### config.mk
export PLATFORM = sky130hd
export DESIGN_NAME = pwr_mode_ctrl
export DESIGN_NICKNAME = d
export VERILOG_FILES = /design/src/rtl/pwr_mode_pkg.sv /design/src/rtl/pwr_ctrl_fsm.sv /design/src/rtl/pwr_clk_dp.sv /design/src/rtl/pwr_mode_ctrl.sv
export SDC_FILE = /design/constraint.sdc
export NUM_CORES = 1
export LEC_CHECK = 0
export CORE_UTILIZATION = 49
export DETAILED_ROUTE_END_ITERATION = 8
export PLACE_DENSITY = 0.84
export SETUP_SLACK_MARGIN = 0.05
export SYNTH_ARGS = -nofsm -noshare
export SYNTH_HDL_FRONTEND = slang
export SYNTH_SLANG_ARGS = --single-unit
### constraint.sdc
create_clock -name clk -period 3.8 [get_ports clk]
set_input_delay 0.76 -clock clk [delete_from_list [all_inputs] [get_ports clk]]
set_output_delay 0.76 -clock clk [all_outputs]
set_load 0.05 [all_outputs]
### src/rtl/pwr_mode_pkg.sv
package pwr_mode_pkg;
  // bit positions inside the power control register (software relies on them)
  localparam int IDLE_ARM_BIT  = 0;
  localparam int DOWN_ARM_BIT  = 1;
  localparam int SLOW_BIT      = 4;
  localparam int IDLE_CONF_BIT = 5;
  localparam int DOWN_CONF_BIT = 6;

  typedef enum logic [1:0] {
    MODE_RUN  = 2'd0,
    MODE_IDLE = 2'd1,
    MODE_DOWN = 2'd2
  } mode_e;

  // strobes from control to clock datapath
  typedef struct packed {
    logic slowOn;   // divide every enable by the divider ratio
    logic cpuGate;  // stop the CPU enable
    logic allGate;  // stop oscillator and every enable
  } clk_strobe_t;
endpackage

### src/rtl/pwr_ctrl_fsm.sv
module pwr_ctrl_fsm
  import pwr_mode_pkg::*;
#(
  parameter int REG_W = 8
) (
  input  logic             clk,
  input  logic             rstN,
  input  logic             regWrEn,
  input  logic [REG_W-1:0] regWrData,
  input  logic             irqReq,
  input  logic             pinWake,
  output clk_strobe_t      stb,
  output mode_e            mode
);
  localparam logic [REG_W-1:0] USED_MASK =
    REG_W'((1 << IDLE_ARM_BIT) | (1 << DOWN_ARM_BIT) | (1 << SLOW_BIT) |
           (1 << IDLE_CONF_BIT) | (1 << DOWN_CONF_BIT));

  logic idleArm, downArm, slowOn;
  logic confIdle, confDown;
  logic idleArmNext, downArmNext;
  logic unusedBits;

  assign unusedBits = ^(regWrData & ~USED_MASK);

  assign confIdle = regWrEn && idleArm && regWrData[IDLE_CONF_BIT];
  assign confDown = regWrEn && downArm && regWrData[DOWN_CONF_BIT];

  // an armed bit survives exactly one write; only an unarmed write can set it
  assign idleArmNext = !idleArm && regWrData[IDLE_ARM_BIT] && !regWrData[IDLE_CONF_BIT];
  assign downArmNext = !downArm && regWrData[DOWN_ARM_BIT] && !regWrData[DOWN_CONF_BIT];

  always_ff @(posedge clk or negedge rstN) begin
    if (!rstN) begin
      mode    <= MODE_RUN;
      idleArm <= 1'b0;
      downArm <= 1'b0;
      slowOn  <= 1'b0;
    end else begin
      case (mode)
        MODE_RUN: begin
          if (regWrEn) begin
            slowOn  <= regWrData[SLOW_BIT];
            idleArm <= idleArmNext;
            downArm <= downArmNext;
            if (confDown)      mode <= MODE_DOWN;
            else if (confIdle) mode <= MODE_IDLE;
          end
        end
        MODE_IDLE: begin
          if (irqReq) begin
            mode    <= MODE_RUN;
            idleArm <= 1'b0;
            downArm <= 1'b0;
          end
        end
        MODE_DOWN: begin
          if (pinWake) begin
            mode    <= MODE_RUN;
            idleArm <= 1'b0;
            downArm <= 1'b0;
          end
        end
        default: mode <= MODE_RUN;
      endcase
    end
  end

  always_comb begin
    stb.slowOn  = slowOn;
    stb.cpuGate = (mode != MODE_RUN);
    stb.allGate = (mode == MODE_DOWN);
  end
endmodule

### src/rtl/pwr_clk_dp.sv
module pwr_clk_dp
  import pwr_mode_pkg::*;
#(
  parameter int DIV_BITS    = 5,
  parameter int SYNC_STAGES = 2,
  parameter int NUM_WAKE    = 2
) (
  input  logic                clk,
  input  logic                rstN,
  input  logic [NUM_WAKE-1:0] wakePinN,
  input  clk_strobe_t         stb,
  output logic                pinWake,
  output logic                cpuClkEn,
  output logic                periClkEn,
  output logic                oscEn
);
  localparam int LAST_STAGE = SYNC_STAGES - 1;

  logic [NUM_WAKE-1:0] pinLow;
  logic [DIV_BITS-1:0] divCnt;
  logic                divTick;
  logic                rateEn;

  // one synchronizer chain per wake pin, idling high
  for (genvar g = 0; g < NUM_WAKE; g++) begin : g_sync
    logic [SYNC_STAGES-1:0] chain;
    always_ff @(posedge clk or negedge rstN) begin
      if (!rstN) chain <= '1;
      else       chain <= {chain[SYNC_STAGES-2:0], wakePinN[g]};
    end
    assign pinLow[g] = ~chain[LAST_STAGE];
  end

  assign pinWake = |pinLow;

  // slow-rate divider, held at zero while slow mode is off
  always_ff @(posedge clk or negedge rstN) begin
    if (!rstN)           divCnt <= '0;
    else if (!stb.slowOn) divCnt <= '0;
    else                 divCnt <= divCnt + 1'b1;
  end

  assign divTick = stb.slowOn && (&divCnt);
  assign rateEn  = stb.slowOn ? divTick : 1'b1;

  assign oscEn     = ~stb.allGate;
  assign periClkEn = ~stb.allGate & rateEn;
  assign cpuClkEn  = ~stb.cpuGate & rateEn;
endmodule

### src/rtl/pwr_mode_ctrl.sv
module pwr_mode_ctrl
  import pwr_mode_pkg::*;
#(
  parameter int REG_W       = 8,
  parameter int DIV_BITS    = 5,
  parameter int SYNC_STAGES = 2,
  parameter int NUM_WAKE    = 2
) (
  input  logic                clk,
  input  logic                rstN,
  input  logic                regWrEn,
  input  logic [REG_W-1:0]    regWrData,
  input  logic                irqReq,
  input  logic [NUM_WAKE-1:0] wakePinN,
  output logic                cpuClkEn,
  output logic                periClkEn,
  output logic                oscEn
);
  clk_strobe_t stb;
  mode_e       mode;
  logic        pinWake;

  pwr_ctrl_fsm #(.REG_W(REG_W)) u_fsm (
    .clk(clk), .rstN(rstN), .regWrEn(regWrEn), .regWrData(regWrData),
    .irqReq(irqReq), .pinWake(pinWake), .stb(stb), .mode(mode)
  );

  pwr_clk_dp #(.DIV_BITS(DIV_BITS), .SYNC_STAGES(SYNC_STAGES), .NUM_WAKE(NUM_WAKE)) u_dp (
    .clk(clk), .rstN(rstN), .wakePinN(wakePinN), .stb(stb), .pinWake(pinWake),
    .cpuClkEn(cpuClkEn), .periClkEn(periClkEn), .oscEn(oscEn)
  );
endmodule

== Word level (Yosys, flattened, before mapping) ==
Cells that the tools add are included.
W data, S select, Z words.

* Bits of input ports: 14
* Word-level logic and storage cells: 55
* Bits in registers: 14

* Add/sub/neg operators: 1
* Reduce and logical (&&, ||, !) cells: 21
* Eq/ne operators: 6
* Bitwise operators: 6
* Muxes and demuxes: 14

{| class="wikitable"
|+ Operators by type and width
! operator !! number
|-
| $mux W2 || 5
|-
| $logic_and A1 B1 Y1 || 9
|-
| $reduce_and A4 Y1 || 2
|-
| $ne A2 B2 Y1 const B || 3
|-
| $pmux W1 S3 || 2
|-
| $pmux W2 S3 || 1
|-
| $add A5 B1 Y5 const B || 1
|-
| $mux W1 || 5
|-
| $mux W5 || 1
|-
| $reduce_and A5 Y1 || 1
|-
| $logic_not A1 Y1 || 4
|-
| $not A1 Y1 || 4
|-
| $ne A3 B1 Y1 const B || 1
|-
| $reduce_bool A3 Y1 || 1
|-
| $and A1 B1 Y1 || 2
|-
| $eq A2 B1 Y1 const B || 1
|-
| $eq A2 B2 Y1 const B || 1
|-
| $logic_not A2 Y1 || 1
|-
| $reduce_and A2 Y1 || 1
|-
| $reduce_bool A2 Y1 || 1
|-
| $reduce_or A2 Y1 || 1
|}

== Logic depth before layout (Yosys ltp) ==
Gate-level depths: netlist of run 1.

* Depth after elaboration: 6
* Depth in mapped cells: 5

== Cells and area by module ==
Synthesis of run 1 repeated with hierarchy kept, for this count alone.

* Cell total of the unflattened synthesis: 57
* Area, all modules: 691.9 µm²

{| class="wikitable"
|+ Modules (own cells, without submodules)
! module !! area each (µm²) !! cells an instance !! instances !! seq. area each (µm²)
|-
| pwr_clk_dp || 349.1 || 26 || 1 || 230.2
|-
| pwr_ctrl_fsm || 342.8 || 31 || 1 || 125.1
|}

== Least setup slack after synthesis of run 1 ==
OpenSTA, ideal clock, no wires.

* Kind: register to output
* Start: register u_dp.divCnt[0]
* End: output port cpuClkEn
* Path buffers: 0
* Required time: 3040 ps
* Setup slack: 1079 ps
* Cell stages (with the launch flop): 6
* Data arrival time: 1961 ps
* Cells stage by stage: dfrtp_1 ha_1 and3_1 ha_1 inv_1 a21boi_0

* Longest elaborated chain between the ends: 4

{| class="wikitable"
|+ RTL lines
! item !! line !! source
|-
| start: declaration || pwr_clk_dp.sv:20 || <nowiki>logic [DIV_BITS-1:0] divCnt;</nowiki>
|-
| start signal: assignment || pwr_clk_dp.sv:40 || <nowiki>else divCnt <= divCnt + 1'b1;</nowiki>
|-
| $reduce_and A5 Y1 || pwr_clk_dp.sv:43 || <nowiki>assign divTick = stb.slowOn && (&divCnt);</nowiki>
|-
| $logic_and A1 B1 Y1 || pwr_clk_dp.sv:43 ||
|-
| $mux W1 || pwr_clk_dp.sv:44 || <nowiki>assign rateEn = stb.slowOn ? divTick : 1'b1;</nowiki>
|-
| $and A1 B1 Y1 || pwr_clk_dp.sv:48 || <nowiki>assign cpuClkEn = ~stb.cpuGate & rateEn;</nowiki>
|-
| end: declaration || pwr_mode_ctrl.sv:15 || <nowiki>output logic cpuClkEn,</nowiki>
|}

Every way passes these cells.

== Worst setup path after layout of run 1 ==
Same ends and word-level chain as after synthesis.

==> results of run 1 <==
==> cells by family after synthesis <==
logic type | after synthesis | synth area share [%]
XOR/XNOR | 2 | 2.588
multiplexers | 3 | 4.990
buffers and inverters | 4 | 2.217
flip-flops | 14 | 52.50
AND/OR/NAND/NOR | 22 | 21.63
adder cells (fa/ha/maj) | 6 | 11.09
AO/OA/AOI/OAI | 4 | 4.990
==> critical path, cell delays in order, from the launching register on <==
cell and delay, ns:
dfrtp_1 0.37, ha_1 0.18, and3_1 0.15, ha_1 0.13, inv_1 0.04, a21boi_0 0.15
clkdlybuf4s50_1 0.82
==> through the flow <==
| step | hold slack, ns | cells | util [%] | setup slack [ns] |
|---|---|---|---|---|
| after global placement | 0.3463 | 83 | 64.26 | 1.201 |
| final | 0.3577 | 87 | 67.09 | 0.9153 |
| after floorplan | 0.3452 | 55 | - | 1.079 |
| after detailed placement | 0.3469 | 83 | 64.26 | 1.204 |
| after CTS | 0.3588 | 87 | 67.09 | 0.8909 |
| after global routing | 0.3652 | 87 | 67.09 | 0.7684 |
==> sequential cells by signal (all words and copies together) (netlist names) <==
register / count
u_dp.divCnt: 5
u_fsm.downArm: 1
u_fsm.idleArm: 1
u_fsm.mode: 2
u_fsm.slowOn: 1
u_dp.g_sync.chain: 4
==> power by group through the flow <==
stage                     Combinational, mW  Clock [mW]  Sequential (mW)
after floorplan                       0.169           0            0.210
after global placement                0.230           0            0.219
after detailed placement              0.235           0            0.219
after CTS                             0.237       0.107            0.217
after global routing                  0.254       0.116            0.223
final                                 0.234       0.103            0.217
==> worst paths after layout <==
kind                                              start                 endpoint  slack (ns)
min in group asynchronous                          rstN             u_fsm.slowOn        0.85
max in group asynchronous                          rstN  u_dp.g_sync[1].chain[1]        2.58
worst max-delay path                     u_dp.divCnt[0]                 cpuClkEn        0.92
worst min register to register  u_dp.g_sync[0].chain[0]  u_dp.g_sync[0].chain[1]        0.36
worst max register to register            u_fsm.mode[1]            u_fsm.downArm        2.06
worst min-delay path            u_dp.g_sync[0].chain[0]  u_dp.g_sync[0].chain[1]        0.36
==> layout make-up <==
cell class              instances  share of cell area (%)
multi-input cells              37                   35.56
flip-flops and latches         14                   41.22
clock buffers                   4                   4.209
inverters                       4                   1.742
well taps                      15                   2.177
repair buffers                 13                   15.09
==> layout by cell type, fill, tap and decap left out, drive strengths merged <==
cell type and n:
a21boi 1, a21oi 1, a2bb2oi 1, and2 4, and3 2, clkbuf 4
clkdlybuf4s50 13, dfrtp 10, dfstp 4, ha 6, inv 4, mux2 3
nand2 2, nand3 4, nand4 1, nor2b 3, nor3 1, nor4 2
nor4b 2, o211ai 1, or4 1, xnor2 1, xor2 1
==> metal layers <==
metal / GRT usage [%] / share of wire (%) / vias up
met2: 25.42 / 50 / 12
met1: 22.26 / 45 / 224
met3: 1.734 / 3.0 / 2
met5: 0 / 0 / -
met4: 12.93 / 2.1 / 0
li1: - / - / 227
==> metrics.csv, run 1 <==
metric,value,unit
outcome,"complete, no violations",
wl,1.067,mm
rr_worst_depth,5,
yosys.area.top_type_share,36.97,%
avgSynthCellArea,12.31,µm²
die_y,39.17,µm
share_comb_of_total_power,42.2,%
syn_nets,75,
finish.instance_area,862.1,µm²
p_leak,0.4014,nW
grt_pass1_wl,1.621,mm
via_per_inst,5.345,
firstDrtPassIters,4,
fp.dieW,39.17,µm
vdd_drop_max,0.0003197,V
place_area,825.8,µm²
switching_power,0.2101,mW
nFillCells,104,
ys_seq_area_share,52.50,%
grt.total_usage,16.95,%
drv_cap,0,
grt_pass1_vias,378,
dp_hpwl,776,µm
holdCritPathClass,reg2reg,
htree_levels,1,
setup-tns-final,0,ns
ant_nets,0,
synth_area_leaders,"dfrtp_1 37%, dfstp_2 16%, ha_1 11%, and2_1 3.7%, mux2_2 3.3%",
p_int,0.3448,mW
tightest_slew,0.5723,ns
grt_max_degree,15,
synth_top_cell_by_area,dfrtp_1,
synthMostInstantiatedCell,dfrtp_1,
crit_type,reg2out,
first_iter_violations,8,
max_slew_margin,61.73,%
start_util,52.68,%
cp-start-kind,register,
diodes,0,
grt_setup_unrepaired,no,
powerDensity,643.6,mW/mm²
end_kind,output pin,
synthFlopType,dfrtp_1,
core,0.001285,mm²
ios,17,
postCtsHoldBufs,0,
cts-buffers-inserted,3,
power.share.clock,18.6,%
port_buffers,13,
synth.distinct_cells,24,
antenna_found_initial,0,
cts_buffer_depth,2,
hold_depth,0,
multi_input_area,306.5,µm²
async_flop_share,100.0,%
finalCritPeriodShare,75.91,%
drive_above_1_share,18.06,%
cts_tree,done,
power,0.5549,mW
synth.yosys.warnings,0,
slew_violations,0,
drcViolationCount,0,
synth_edf_count,0,
setup_viol,0,
clock_skew,0.002463,ns
synth_seq_cells,14,
numClockSinks,14,
final_nets,93,
critPathRequiredTime,3.04,ns
synth_common_cells,"10 x dfrtp_1, 6 x ha_1",
swShare,37.86,%
path_clk_slew,0.08,ns
worstPathArrival,2.12,ns
p_seq_share,39.2,%
wire_per_inst,12.26,µm
clock_latency,0.27,ns
hold_viol,0,
worst-path-max-fanout,3,
seqCellArea,355.3,µm²
cts-root-buf,clkbuf_4,
grt-ovfl-total,0,
post_cts_buffers,0,
syn-cell-area,676.9,µm²
syn_to_final_growth,27.36,%
max_freq,346.7,MHz
fp.dieArea,0.001534,mm²
postCtsResizedCells,0,
globalplace.congestion,0.6415,
fin_crit,2.885,ns
vias,465,
synth_cells,55,
fp-row-count,13,
(Power assumes the default switching activity.)
==> inputs of run 2 (changes only) <==
--- a/config.mk
+++ b/config.mk
@@ -5,9 +5,9 @@
 export SDC_FILE = /design/constraint.sdc
 export NUM_CORES = 1
 export LEC_CHECK = 0
-export CORE_UTILIZATION = 49
+export CORE_UTILIZATION = 46
 export DETAILED_ROUTE_END_ITERATION = 8
-export PLACE_DENSITY = 0.84
+export PLACE_DENSITY = 0.8
 export SETUP_SLACK_MARGIN = 0.05
 export SYNTH_ARGS = -nofsm -noshare
 export SYNTH_HDL_FRONTEND = slang
==> constraint.sdc (replaced) <==
create_clock -name clk -period 3 [get_ports clk]
set_input_delay 0.6 -clock clk [delete_from_list [all_inputs] [get_ports clk]]
set_output_delay 0.6 -clock clk [all_outputs]
set_load 0.05 [all_outputs]
==> metrics.csv, run 2 (synthesis gave the netlist of run 1 again) <==
metric,value,unit,change
postCtsHoldBufs,0,,unchanged
ant_nets,0,,unchanged
holdWs,0.3582,ns,+0.0005690 ns
setup-tns-final,0,ns,unchanged
grt_max_degree,15,,unchanged
top_register,u_dp.divCnt,,
critPathRequiredTime,2.40,ns,-0.64 ns
grt_pass1_vias,361,,-4.5%
p_int,0.4366,mW,+27%
ios,17,,unchanged
drive_above_1_share,18.06,%,unchanged
worstPathArrival,2.17,ns,+0.05 ns
clock_latency,0.27,ns,about the same
switching_power,0.2651,mW,+26%
die_y,40.36,µm,+3.1%
power,0.7016,mW,+26%
largest_register_ffs,5,,unchanged
mostFrequentLayoutCell,clkdlybuf4s50_1,,
cp-start-kind,register,,
cp_cell_sequence,ha_1 > and3_1 > ha_1 > inv_1 > a21boi_0 > clkdlybuf4s50_1,,
post_cts_buffers,0,,unchanged
dp_cells,83,,unchanged
share_comb_of_total_power,42.2,%,about the same
clock_skew,0.003526,ns,+0.001063 ns
largestRegisters,"u_dp.divCnt: 5 flops, u_dp.g_sync.chain: 4 flops, u_fsm.mode: 2 flops",,
syn_to_final_growth,27.36,%,unchanged
holdCritPathClass,reg2reg,,
cts-root-buf,clkbuf_4,,
vias,462,,-0.65%
crit_type,reg2out,,
vdd_drop_max,0.0003738,V,+17%
numClockSinks,14,,unchanged
path_clk_slew,0.08,ns,about the same
pre_cts_ws,0.5164,ns,-0.6872 ns
p_leak,0.4014,nW,unchanged
fin_util,64.63,%,-2.5 points
crit_family,buffers and inverters,,
max_freq,361.1,MHz,
grt_setup_unrepaired,no,,
rr_worst_depth,5,,unchanged
slew_violations,0,,unchanged
tightest_slew,0.6019,ns,+0.02957 ns
cts_tree,done,,
finalCritPeriodShare,92.30,%,
hold_viol,0,,unchanged
firstDrtPassIters,2,,-2
path_depth,6,,unchanged
htree_levels,1,,unchanged
postCtsResizedCells,0,,unchanged
grt-ovfl-total,0,,unchanged
final_cell_mix,"13 x clkdlybuf4s50_1, 10 x dfrtp_1, 6 x ha_1",,
start_util,50.75,%,-1.9 points
setup_viol,0,,unchanged
core,0.001334,mm²,+3.8%
diodes,0,,unchanged
cp_num_buf_inv,2,,unchanged
cts_buffer_depth,2,,unchanged
fp.dieW,40.36,µm,+3.1%
crit_slowest_cell,clkdlybuf4s50_1,,
p_seq_share,38.8,%,-0.4 points
worst-path-max-fanout,3,,unchanged
port_buffers,13,,unchanged
wl,1.033,mm,-3.2%
cts-buffers-inserted,3,,unchanged
wire_per_inst,11.87,µm,-3.2%
finish.instance_area,862.1,µm²,unchanged
via_per_inst,5.310,,-0.65%
outcome,"complete, no violations",,
power.share.clock,19.0,%,+0.4 points
final_cells,87,,unchanged
powerDensity,813.9,mW/mm²,+26%
seqCellArea,355.3,µm²,unchanged
end_kind,output pin,,
fin_crit,2.769,ns,
critPathMaxStageDelay,0.82,ns,about the same
globalplace.congestion,0.6309,,-1.7%
fp-row-count,13,,unchanged
final_nets,93,,unchanged
dp_hpwl,816.6,µm,+5.2%
nFillCells,111,,+6.7%
place_area,825.8,µm²,unchanged
drv_cap,0,,unchanged
fin_ws,0.2309,ns,-0.6844 ns
swShare,37.78,%,-0.080 points
antenna_found_initial,0,,unchanged
hold_depth,0,,unchanged
cp_common_cell,ha_1,,
drcViolationCount,0,,unchanged
fp.dieArea,0.001629,mm²,+6.2%
grt_pass1_wl,1.524,mm,-6.0%
max_slew_margin,59.75,%,-2.0 points
first_iter_violations,1,,-7
multi_input_area,306.5,µm²,unchanged
grt.total_usage,15.66,%,-1.3 points
[run 2: cell counts in the layout (fill, tap and decap cells not counted)]
Identical to the previous run, type by type.
[run 2: power by group through the flow]
stage / clock [mW] / combinational, mW / sequential, mW
floorplan: 0 / 0.214 / 0.266
global placement: 0 / 0.295 / 0.276
detailed placement: 0 / 0.300 / 0.276
CTS: 0.140 / 0.302 / 0.273
global route: 0.148 / 0.320 / 0.279
finish: 0.133 / 0.296 / 0.272
[run 2: metal layers]
layer,share of wire (%),global-route usage (%),vias to the layer above
met1,46,18.88,222
met2,50,23.81,11
met3,3.7,5.000,2
li1,-,-,227
met4,0.68,10.00,0
met5,0,0,-
[run 2: final cells by class]
class,count,area share (%)
multi-input cells,37,35.56
inverters,4,1.742
repair buffers,13,15.09
well taps,15,2.177
clock buffers,4,4.209
flip-flops and latches,14,41.22
[run 2: final timing paths]
check / from / endpoint / slack (ns)
hold / removal: u_dp.g_sync[0].chain[0] / u_dp.g_sync[0].chain[1] / 0.36
max in group asynchronous: rstN / u_dp.divCnt[2] / 1.91
hold reg to reg: u_dp.g_sync[0].chain[0] / u_dp.g_sync[0].chain[1] / 0.36
min in group asynchronous: rstN / u_fsm.slowOn / 0.70
setup / recovery: u_dp.divCnt[0] / cpuClkEn / 0.23
setup reg to reg: u_fsm.mode[0] / u_fsm.downArm / 1.29
